===== src/rtl/spi_tgt_pkg.sv =====
package spi_tgt_pkg;
  localparam int MAX_W     = 16;
  localparam int BW        = $clog2(MAX_W);
  localparam int DFS_LSB   = 0;
  localparam int CKM_LSB   = 6;
  localparam int ORDER_BIT = 12;
  localparam int XFER_LSB  = 18;
  localparam int TGT_BIT   = 20;

  typedef enum logic [1:0] {
    XFER_DUPLEX  = 2'd0,
    XFER_TX_ONLY = 2'd1,
    XFER_RX_ONLY = 2'd2,
    XFER_RSVD    = 2'd3
  } xfer_mode_e;

  typedef struct packed {
    logic [1:0] dfs;
    logic       cpha;
    logic       cpol;
    logic       lsb_first;
    xfer_mode_e xfer;
    logic       target;
  } cfg_t;

  function automatic cfg_t decode_ctrl(input logic [31:0] c);
    cfg_t r;
    r.dfs       = c[DFS_LSB +: 2];
    r.cpha      = c[CKM_LSB];
    r.cpol      = c[CKM_LSB + 1];
    r.lsb_first = c[ORDER_BIT];
    r.xfer      = xfer_mode_e'(c[XFER_LSB +: 2]);
    r.target    = c[TGT_BIT];
    return r;
  endfunction

  function automatic logic [4:0] word_bits(input logic [1:0] dfs);
    case (dfs)
      2'd0:    return 5'd4;
      2'd1:    return 5'd8;
      default: return 5'd16;
    endcase
  endfunction
endpackage


===== src/rtl/spi_tgt_fifo.sv =====
module spi_tgt_fifo #(
  parameter int W     = 16,
  parameter int DEPTH = 8
) (
  input  logic         clk_i,
  input  logic         rst_ni,
  input  logic         push_i,
  input  logic [W-1:0] data_i,
  input  logic         pop_i,
  output logic [W-1:0] head_o,
  output logic         full_o,
  output logic         empty_o
);
  localparam int AW = $clog2(DEPTH);

  logic [W-1:0] mem [DEPTH];
  logic [AW:0]  wptr, rptr;

  assign empty_o = (wptr == rptr);
  assign full_o  = (wptr[AW] != rptr[AW]) && (wptr[AW-1:0] == rptr[AW-1:0]);
  assign head_o  = mem[rptr[AW-1:0]];

  always_ff @(posedge clk_i or negedge rst_ni) begin
    if (!rst_ni) begin
      wptr <= '0;
      rptr <= '0;
    end else begin
      if (push_i && !full_o) wptr <= wptr + 1'b1;
      if (pop_i && !empty_o) rptr <= rptr + 1'b1;
    end
  end

  always_ff @(posedge clk_i) begin
    if (push_i && !full_o) mem[wptr[AW-1:0]] <= data_i;
  end


  pop_nonempty_chk: assert property (@(posedge clk_i) disable iff (!rst_ni)
    pop_i |-> !empty_o);
endmodule


===== src/rtl/spi_tgt_shifter.sv =====
module spi_tgt_shifter
  import spi_tgt_pkg::*;
(
  input  logic             clk_i,
  input  logic             rst_ni,
  input  cfg_t             cfg_i,
  input  logic             run_i,
  input  logic [15:0]      len_m1_i,
  input  logic             sclk_i,
  input  logic             cs_ni,
  input  logic             mosi_i,
  output logic             miso_o,
  input  logic [MAX_W-1:0] tx_head_i,
  input  logic             tx_empty_i,
  output logic             tx_pop_o,
  output logic [MAX_W-1:0] rx_word_o,
  output logic             rx_push_o,
  output logic             busy_o,
  output logic             tx_busy_o,
  output logic             cs_level_o
);
  logic [2:0]       sclk_s;
  logic [1:0]       cs_s, mosi_s;
  logic [BW-1:0]    bit_cnt, out_idx;
  logic [15:0]      words;
  logic             done;
  logic [MAX_W-1:0] tx_word, rx_sr, rx_next, cur_word;
  logic [4:0]       width;
  logic             rise, fall, smp_ev, drv_ev, active, last, tx_en, rx_en;

  function automatic logic [BW-1:0] pos_of(input logic [BW-1:0] k, input logic [4:0] w,
                                           input logic lsb);
    logic [BW-1:0] top;
    top = BW'(w - 5'd1);
    return lsb ? k : top - k;
  endfunction

  assign rise   = (sclk_s[2:1] == 2'b01);
  assign fall   = (sclk_s[2:1] == 2'b10);
  // leading edge leaves the idle level; phase picks which edge samples
  assign smp_ev = cfg_i.cpha ? (cfg_i.cpol ? rise : fall) : (cfg_i.cpol ? fall : rise);
  assign drv_ev = cfg_i.cpha ? (cfg_i.cpol ? fall : rise) : (cfg_i.cpol ? rise : fall);

  assign width  = word_bits(cfg_i.dfs);
  assign last   = ({1'b0, bit_cnt} == width - 5'd1);
  assign tx_en  = (cfg_i.xfer != XFER_RX_ONLY);
  assign rx_en  = (cfg_i.xfer != XFER_TX_ONLY);
  assign active = run_i && cfg_i.target && !done && !cs_s[1];

  // before the first sample the word is taken from the FIFO head without popping
  assign cur_word = (bit_cnt == '0) ? (tx_empty_i ? '0 : tx_head_i) : tx_word;

  always_comb begin
    rx_next = (bit_cnt == '0) ? '0 : rx_sr;
    rx_next[pos_of(bit_cnt, width, cfg_i.lsb_first)] = mosi_s[1];
  end

  assign miso_o     = active && tx_en && cur_word[pos_of(out_idx, width, cfg_i.lsb_first)];
  assign tx_pop_o   = active && smp_ev && (bit_cnt == '0) && tx_en && !tx_empty_i;
  assign rx_push_o  = active && smp_ev && last && rx_en;
  assign rx_word_o  = rx_next;
  assign busy_o     = active;
  assign tx_busy_o  = active && tx_en && (bit_cnt != '0);
  assign cs_level_o = cs_s[1];

  always_ff @(posedge clk_i or negedge rst_ni) begin
    if (!rst_ni) begin
      sclk_s  <= '0;
      cs_s    <= 2'b11;
      mosi_s  <= '0;
      bit_cnt <= '0;
      out_idx <= '0;
      words   <= '0;
      done    <= 1'b0;
      tx_word <= '0;
      rx_sr   <= '0;
    end else begin
      sclk_s <= {sclk_s[1:0], sclk_i};
      cs_s   <= {cs_s[0], cs_ni};
      mosi_s <= {mosi_s[0], mosi_i};
      if (!run_i) begin
        words <= '0;
        done  <= 1'b0;
      end
      if (!active) begin
        bit_cnt <= '0;
        out_idx <= '0;
      end else begin
        if (drv_ev) out_idx <= bit_cnt;
        if (smp_ev) begin
          rx_sr <= rx_next;
          if (bit_cnt == '0) tx_word <= cur_word;
          if (last) begin
            bit_cnt <= '0;
            words   <= words + 16'd1;
            if (words == len_m1_i) done <= 1'b1;
          end else begin
            bit_cnt <= bit_cnt + 1'b1;
          end
        end
      end
    end
  end


  cs_release_clears_chk: assert property (@(posedge clk_i) disable iff (!rst_ni)
    cs_s[1] |=> (bit_cnt == '0));

  bit_cnt_range_chk: assert property (@(posedge clk_i) disable iff (!rst_ni)
    $stable(cfg_i) |-> ({1'b0, bit_cnt} < width));

  frame_hold_chk: assert property (@(posedge clk_i) disable iff (!rst_ni)
    (done && run_i) |=> $stable(words));
endmodule


===== src/rtl/spi_tgt_engine.sv =====
module spi_tgt_engine
  import spi_tgt_pkg::*;
#(
  parameter int TX_DEPTH = 8,
  parameter int RX_DEPTH = 8
) (
  input  logic        clk_i,
  input  logic        rst_ni,
  input  logic        enable_i,
  input  logic [31:0] ctrl_i,
  input  logic [15:0] len_m1_i,
  input  logic        sclk_i,
  input  logic        cs_ni,
  input  logic        mosi_i,
  output logic        miso_o,
  input  logic        tx_valid_i,
  input  logic [15:0] tx_data_i,
  output logic        tx_ready_o,
  output logic        rx_valid_o,
  output logic [15:0] rx_data_o,
  input  logic        rx_ready_i,
  output logic        busy_o,
  output logic        tx_busy_o,
  output logic        cs_level_o
);
  cfg_t             cfg;
  logic [MAX_W-1:0] tx_head, rx_word;
  logic             tx_full, tx_empty, tx_pop, rx_full, rx_empty, rx_push;
  logic             unused_ctrl;

  assign cfg         = decode_ctrl(ctrl_i);
  assign unused_ctrl = ^{ctrl_i[31:21], ctrl_i[17:13], ctrl_i[11:8], ctrl_i[5:2], rx_full};

  assign tx_ready_o = !tx_full;
  assign rx_valid_o = !rx_empty;

  spi_tgt_fifo #(.W(MAX_W), .DEPTH(TX_DEPTH)) u_tx_fifo (
    .clk_i   (clk_i),
    .rst_ni  (rst_ni),
    .push_i  (tx_valid_i),
    .data_i  (tx_data_i),
    .pop_i   (tx_pop),
    .head_o  (tx_head),
    .full_o  (tx_full),
    .empty_o (tx_empty)
  );

  // a full RX FIFO drops new words
  spi_tgt_fifo #(.W(MAX_W), .DEPTH(RX_DEPTH)) u_rx_fifo (
    .clk_i   (clk_i),
    .rst_ni  (rst_ni),
    .push_i  (rx_push),
    .data_i  (rx_word),
    .pop_i   (rx_ready_i && !rx_empty),
    .head_o  (rx_data_o),
    .full_o  (rx_full),
    .empty_o (rx_empty)
  );

  spi_tgt_shifter u_shifter (
    .clk_i      (clk_i),
    .rst_ni     (rst_ni),
    .cfg_i      (cfg),
    .run_i      (enable_i),
    .len_m1_i   (len_m1_i),
    .sclk_i     (sclk_i),
    .cs_ni      (cs_ni),
    .mosi_i     (mosi_i),
    .miso_o     (miso_o),
    .tx_head_i  (tx_head),
    .tx_empty_i (tx_empty),
    .tx_pop_o   (tx_pop),
    .rx_word_o  (rx_word),
    .rx_push_o  (rx_push),
    .busy_o     (busy_o),
    .tx_busy_o  (tx_busy_o),
    .cs_level_o (cs_level_o)
  );


  rx_only_no_pop_chk: assert property (@(posedge clk_i) disable iff (!rst_ni)
    (cfg.xfer == XFER_RX_ONLY) |-> !tx_pop);

  tx_only_no_push_chk: assert property (@(posedge clk_i) disable iff (!rst_ni)
    (cfg.xfer == XFER_TX_ONLY) |-> !rx_push);

  target_off_idle_chk: assert property (@(posedge clk_i) disable iff (!rst_ni)
    !cfg.target |-> (!rx_push && !tx_pop && !busy_o));
endmodule


===== config.mk =====
export PLATFORM = sky130hd
export DESIGN_NAME = spi_tgt_engine
export DESIGN_NICKNAME = d
export VERILOG_FILES = /design/src/rtl/spi_tgt_pkg.sv /design/src/rtl/spi_tgt_fifo.sv /design/src/rtl/spi_tgt_shifter.sv /design/src/rtl/spi_tgt_engine.sv
export SDC_FILE = /design/constraint.sdc
export NUM_CORES = 1
export LEC_CHECK = 0
export CAP_MARGIN = 10
export CORE_UTILIZATION = 58
export DETAILED_ROUTE_END_ITERATION = 7
export DONT_BUFFER_PORTS = 1
export GPL_ROUTABILITY_DRIVEN = 0
export PLACE_DENSITY = 0.71
export REMOVE_ABC_BUFFERS = 1
export SLEW_MARGIN = 20
export SYNTH_ARGS = -nofsm -noshare
export SYNTH_HDL_FRONTEND = slang
export SYNTH_SLANG_ARGS = --single-unit

===== constraint.sdc =====
create_clock -name clk_i -period 4.8 [get_ports clk_i]
set_input_delay 0.72 -clock clk_i [delete_from_list [all_inputs] [get_ports clk_i]]
set_output_delay 0.72 -clock clk_i [all_outputs]
set_load 0.01 [all_outputs]

After elaboration in Yosys (flattened, before gate mapping):

Memories as Yosys holds them, arrays and structs flattened.
Index checks and enable logic that the tools add are counted.

* latch bits: 0
* bits in registers: 80
* RAM bits: 256
* output and inout port bits: 22
* bits in read-only memories: 0
* memories kept: 2

* add/sub/neg operators: 9
* order comparisons: 3
* $mul: 0
* eq/ne operators: 15
* divide/modulo/power cells: 0
* reductions and logical operators: 31
* shifts and indexed selects: 0
* mux-type cells: 33
* bitwise gates (word level): 0

Memory list
* u_rx_fifo.mem: words 8, width 16, rd ports 1, clocked after memory_dff 0, wr ports 1, line spi_tgt_fifo.sv:16 `logic [W-1:0] mem [DEPTH];`
* u_tx_fifo.mem: words 8, width 16, rd ports 1, clocked after memory_dff 0, wr ports 1, line spi_tgt_fifo.sv:16

Operators by type and width (number)
* $mux 16: 7
* $mux 4: 7
* $add 4x1->4 const B: 5
* $logic_and 1x1->1: 20
* $add 16x1->16 const B: 1
* $bwmux 16: 1
* $eq 16x16->1: 1
* $mux 1: 15
* $lt 4x5->1 const B: 2
* $pmux 5 s2: 1
* $eq 4x4->1: 2
* $sub 4x4->4: 2
* $eq 3x3->1: 2
* $logic_not 1->1: 6
* $ne 2x1->1 const B: 3
* $eq 4x5->1: 1
* $sub 5x1->5 const B: 1
* $bmux 1 s4: 1
* $demux 1 s4: 1
* $eq 2x1->1 const B: 2
* $ge 4x1->1 const B: 1
* $logic_not 4->1: 1
* $reduce_bool 4->1: 1
* $reduce_and 3->1: 1
* 5 further kinds: 6

Depth between registers and ports, before layout:

* depth in word-level cells: 10
* depth in mapped cells: 10
* depth with buffers taken out: 8

Cells and area by module:

Synthesis repeated with hierarchy kept, for this count alone.

* cells, all modules: 955
* area, all modules: 15005.6 sq um

By module, submodules not included
* spi_tgt_fifo: area each 5496.5 sq um, cells each 244, instances 2
* spi_tgt_shifter: area each 3998.8 sq um, cells each 464, instances 1
* spi_tgt_engine: area each 13.8 sq um, cells each 3, instances 1

Least setup slack after synthesis:

OpenSTA, ideal clock, no wires.

* kind: input-to-reg
* start: in ctrl_i[0]
* end: mem u_rx_fifo.mem[1][0], enable pin
* cell stages on the path: 7
* data required time: 4391 ps
* path buffers: 0
* library setup time: 409 ps
* arrival time: 3505 ps
* slack: 886 ps
* cell sequence: or2_2 -> ha_1 -> nor3_1 -> o211ai_1 -> or4_4 -> or2_4 -> nor3_1

* longest elaborated chain between the ends: 9

RTL lines
* start, declared: line spi_tgt_engine.sv:10 `input logic [31:0] ctrl_i,`
* $eq 2x1->1 or $logic_not 2->1 (tied branches): line spi_tgt_pkg.sv:38 `case (dfs)`
* $pmux 5 s2 *: line spi_tgt_pkg.sv:38
* $sub 5x1->5 *: line spi_tgt_shifter.sv:45 `assign last = ({1'b0, bit_cnt} == width - 5'd1);`
* $eq 4x5->1 *: line spi_tgt_shifter.sv:45
* $logic_and 1x1->1 * (2 in a row): line spi_tgt_shifter.sv:60 `assign rx_push_o = active && smp_ev && last && rx_en;`
* $logic_and 1x1->1 *: line spi_tgt_fifo.sv:34 `if (push_i && !full_o) mem[wptr[AW-1:0]] <= data_i;`
* $mux 1 *: line spi_tgt_fifo.sv:34
* $mux 1 (not written as such) *: line spi_tgt_fifo.sv:34
* end, declared: line spi_tgt_fifo.sv:16

Mark *: on every way between the ends. The rest lies on a longest branch, timed or not.

Worst setup path after layout:

* start: reg u_tx_fifo.rptr[0]
* end: out miso_o

* longest elaborated chain between the ends: 6

RTL lines
* start, declared: line spi_tgt_fifo.sv:17 `logic [AW:0] wptr, rptr;`
* start signal, assigned: line spi_tgt_fifo.sv:29 `if (pop_i && !empty_o) rptr <= rptr + 1'b1;`
* $mem_v2 8x16 or $eq 4x4->1 (tied branches)
* $mux 16 * (2 in a row): line spi_tgt_shifter.sv:51 `assign cur_word = (bit_cnt == '0) ? (tx_empty_i ? '0 : tx_head_i) : tx_word;`
* $bmux 1 s4 *: line spi_tgt_shifter.sv:58 `assign miso_o = active && tx_en && cur_word[pos_of(out_idx, width, cfg_i.lsb_first)];`
* $mux 1 (not written as such) *: line spi_tgt_shifter.sv:58
* $logic_and 1x1->1 *: line spi_tgt_shifter.sv:58
* end, declared: line spi_tgt_engine.sv:15 `output logic miso_o,`

Mark *: on every way between the ends. The rest lies on a longest branch, timed or not. The select of a mux whose other input is x is not followed.

==> flow_summary.json <==
{
  "finalNetCount": 996,
  "diodes": 0,
  "relSlewSlack": 0.293,
  "syn_area_per_cell_sq_um": 16.0,
  "max_clock_freq_ghz": 0.254,
  "hp-class": "in -> async",
  "synthTopCellsByArea": "edfxtp_1 (53%), dfrtp_1 (14%), mux4_2 (8.7%), mux2_2 (3.1%), mux2i_1 (2.8%)",
  "synth.distinct_cells": 67,
  "core_sq_um": 24400,
  "fin_crit_sh": 0.822,
  "numCtsBuffers": 35,
  "synth_seq_cells": 336,
  "syn_inst": 899,
  "synth_async_sr_flop_share": 0.238,
  "cts_root_buffer": "clkbuf_16",
  "drt-vias-per-instance": 6.10,
  "htree_levels": 2,
  "clk_pin_slew_ns": 0.06,
  "ys.flop_type": "edfxtp_1",
  "period_minus_slack_ns": 3.94,
  "place.port_buffers": 0,
  "path_cells": "buf_4 -> mux4_2 -> o21ai_0 -> o221a_2 -> a211oi_1 -> o2111a_1",
  "syn_to_final_growth_pct": 11.0,
  "clock_latency_ns": 0.50,
  "grt_pass1_vias": 8079,
  "clock_skew_ns": 0.0159,
  "tritoncts": "done",
  "hold_viol": 0,
  "pre_cts_ws_ns": 1.24,
  "max_cap_viol_count": 0,
  "grt_max_degree": 79,
  "cp_top_family": "compound AO/OA/AOI/OAI gates",
  "ys_seq_area_frac": 0.672,
  "synth-edff-count": 256,
  "start_kind": "register",
  "status": "complete, no violations",
  "die_h_microns": 160,
  "yosysWarnings": 0,
  "final_common_cell": "edfxtp_1",
  "gr-total-overflow": 0,
  "seq_area_sq_um": 9690,
  "drt_pre_antenna_iters": 4,
  "power_mw": 7.96,
  "cts_num_sinks": 336,
  "routed_wl_mm": 28.6,
  "tns_ns": 0,
  "fillCellCount": 1671,
  "setup_viol": 0,
  "fin_ws_ns": 0.856,
  "antenna_found_initial": 0,
  "critPathMaxFanout": 15,
  "fp-row-count": 57,
  "mostFrequentLayoutCells": "edfxtp_1 (256), dfrtp_1 (76), nand2_1 (66), mux4_2 (56), mux2i_1 (41)",
  "io_pins": 94,
  "vias": 7706,
  "ctsHoldBuffers": 1,
  "crit_buf_inv": 1,
  "worst_slew_pin_slew_ns": 1.06,
  "drtIter0Drc": 558,
  "synth_top_cell_area_share": 0.533,
  "worstPathArrival_ns": 3.22,
  "hold_ws_ns": 0.0618,
  "vdd_ir_drop_max_mv": 0.372,
  "cts.path.max_buffers": 3,
  "drive_gt1_frac": 0.210,
  "syn_area_sq_um": 14400,
  "crit_type": "reg -> out",
  "initial_core_util": 0.591,
  "crit_required_ns": 4.08,
  "fp.dieArea_sq_um": 25500,
  "p_leak_nw": 5.77,
  "cts_setup_buffers": 0,
  "multiInputGateArea_sq_um": 4510,
  "yosysTopAreaCell": "edfxtp_1",
  "power_density_nw_per_um2": 497,
  "grt_setup_unrepaired": "no",
  "antenna_left": 0,
  "cpPeakStageDelay_ns": 0.87,
  "grt_pass1_wl_mm": 45.2,
  "hpwl_mm": 17.5,
  "wl_per_cell_microns": 22.6,
  "cpMaxStageDelayCell": "dfrtp_1",
  "drc": 0,
  "end_kind": "primary output",
  "drv_slew": 0,
  "cts_resized": 0,
  "grt_usage": 0.231,
  "die_w_microns": 160
}
area by class of cell:
type | instances | area share
clock inverters | 18 | 0.0103
well taps | 324 | 0.0253
repair buffers | 25 | 0.0130
clock buffers | 44 | 0.0613
inverters | 13 | 0.00305
flip-flops and latches | 336 | 0.606
multi-input cells | 503 | 0.281
logic make-up after synthesis:
group,synth area share
adders and majority gates,0.00867
DFF,0.672
and+or+nand+nor,0.0677
muxes,0.148
AOI/OAI and AO/OA,0.0537
xor gates and xnor gates,0.0309
buffers and inverters,0.0191
power breakdown:
part / total [mW] / internal [mW] / switching [mW]
combinational: 1.67 / 0.777 / 0.888
clock: 2.67 / 1.61 / 1.06
sequential: 3.63 / 3.41 / 0.214
total: 7.96 / 5.80 / 2.16
worst register-to-register path: stages (launching register included):
cell and delay [ns]:
dfrtp_1 0.87, xor2_1 0.39, or4_1 0.29, and2_1 0.27, nand2b_1 0.18, nor3_4 0.83
layer usage:
metal | routed length [microns] | vias to the layer above | GRT usage
met5 | 0 | - | 0
met4 | 694 | 0 | 0.0686
met3 | 1310 | 44 | 0.0421
met2 | 15300 | 188 | 0.419
met1 | 11300 | 3957 | 0.283
li1 | - | 3517 | -
sequential cells by signal, indices dropped and copies added (netlist names):
register and count:
u_shifter.cs_s 2, u_shifter.rx_sr 16, u_tx_fifo.mem 128, u_shifter.tx_word 16, u_shifter.bit_cnt 4, u_shifter.done 1
u_rx_fifo.wptr 4, u_shifter.mosi_s 2, u_tx_fifo.wptr 4, u_rx_fifo.mem 128, u_tx_fifo.rptr 4, u_shifter.words 16
u_shifter.out_idx 4, u_rx_fifo.rptr 4, u_shifter.sclk_s 3
cell usage after synthesis, drive strengths merged, types with 8 or more instances:
library cell    n
nand2b         14
clkbuf         20
a21oi          13
dfrtp          78
mux2           41
buf            27
nand2          66
nand3          17
nor3           15
inv            13
mux4           56
edfxtp        256
and2            9
xor2           19
xnor2          31
o21ai          21
o211ai         10
nor2           36
nand4          11
a22oi           8
mux2i          41
ha             10
o31ai          25
worst paths after layout:
| path | start | end | slack [ns] | depth (start not counted) |
|---|---|---|---|---|
| min reg2reg | u_shifter.mosi_s[0] | u_shifter.mosi_s[1] | 0.35 | 0 |
| max in group asynchronous | rst_ni | u_rx_fifo.rptr[0] | 4.35 | 1 |
| min in group clk_i | cs_ni | u_shifter.cs_s[0] | 0.22 | 0 |
| min | rst_ni | u_shifter.cs_s[1] | 0.06 | 0 |
| max | u_tx_fifo.rptr[0] | miso_o | 0.86 | 6 |
| max reg2reg | u_tx_fifo.rptr[0] | u_tx_fifo.mem[0][3] | 1.58 | 5 |
stage by stage:
step / cell area [sq um] / utilization / instances
CTS: 16000 / 0.656 / 1263
global placement: 14800 / 0.608 / 1200
detailed placement: 14800 / 0.608 / 1200
floorplan: 14200 / - / 852
finish: 16000 / 0.656 / 1263
global route: 16000 / 0.656 / 1263
No activity file was read; power rests on OpenSTA's default activity.
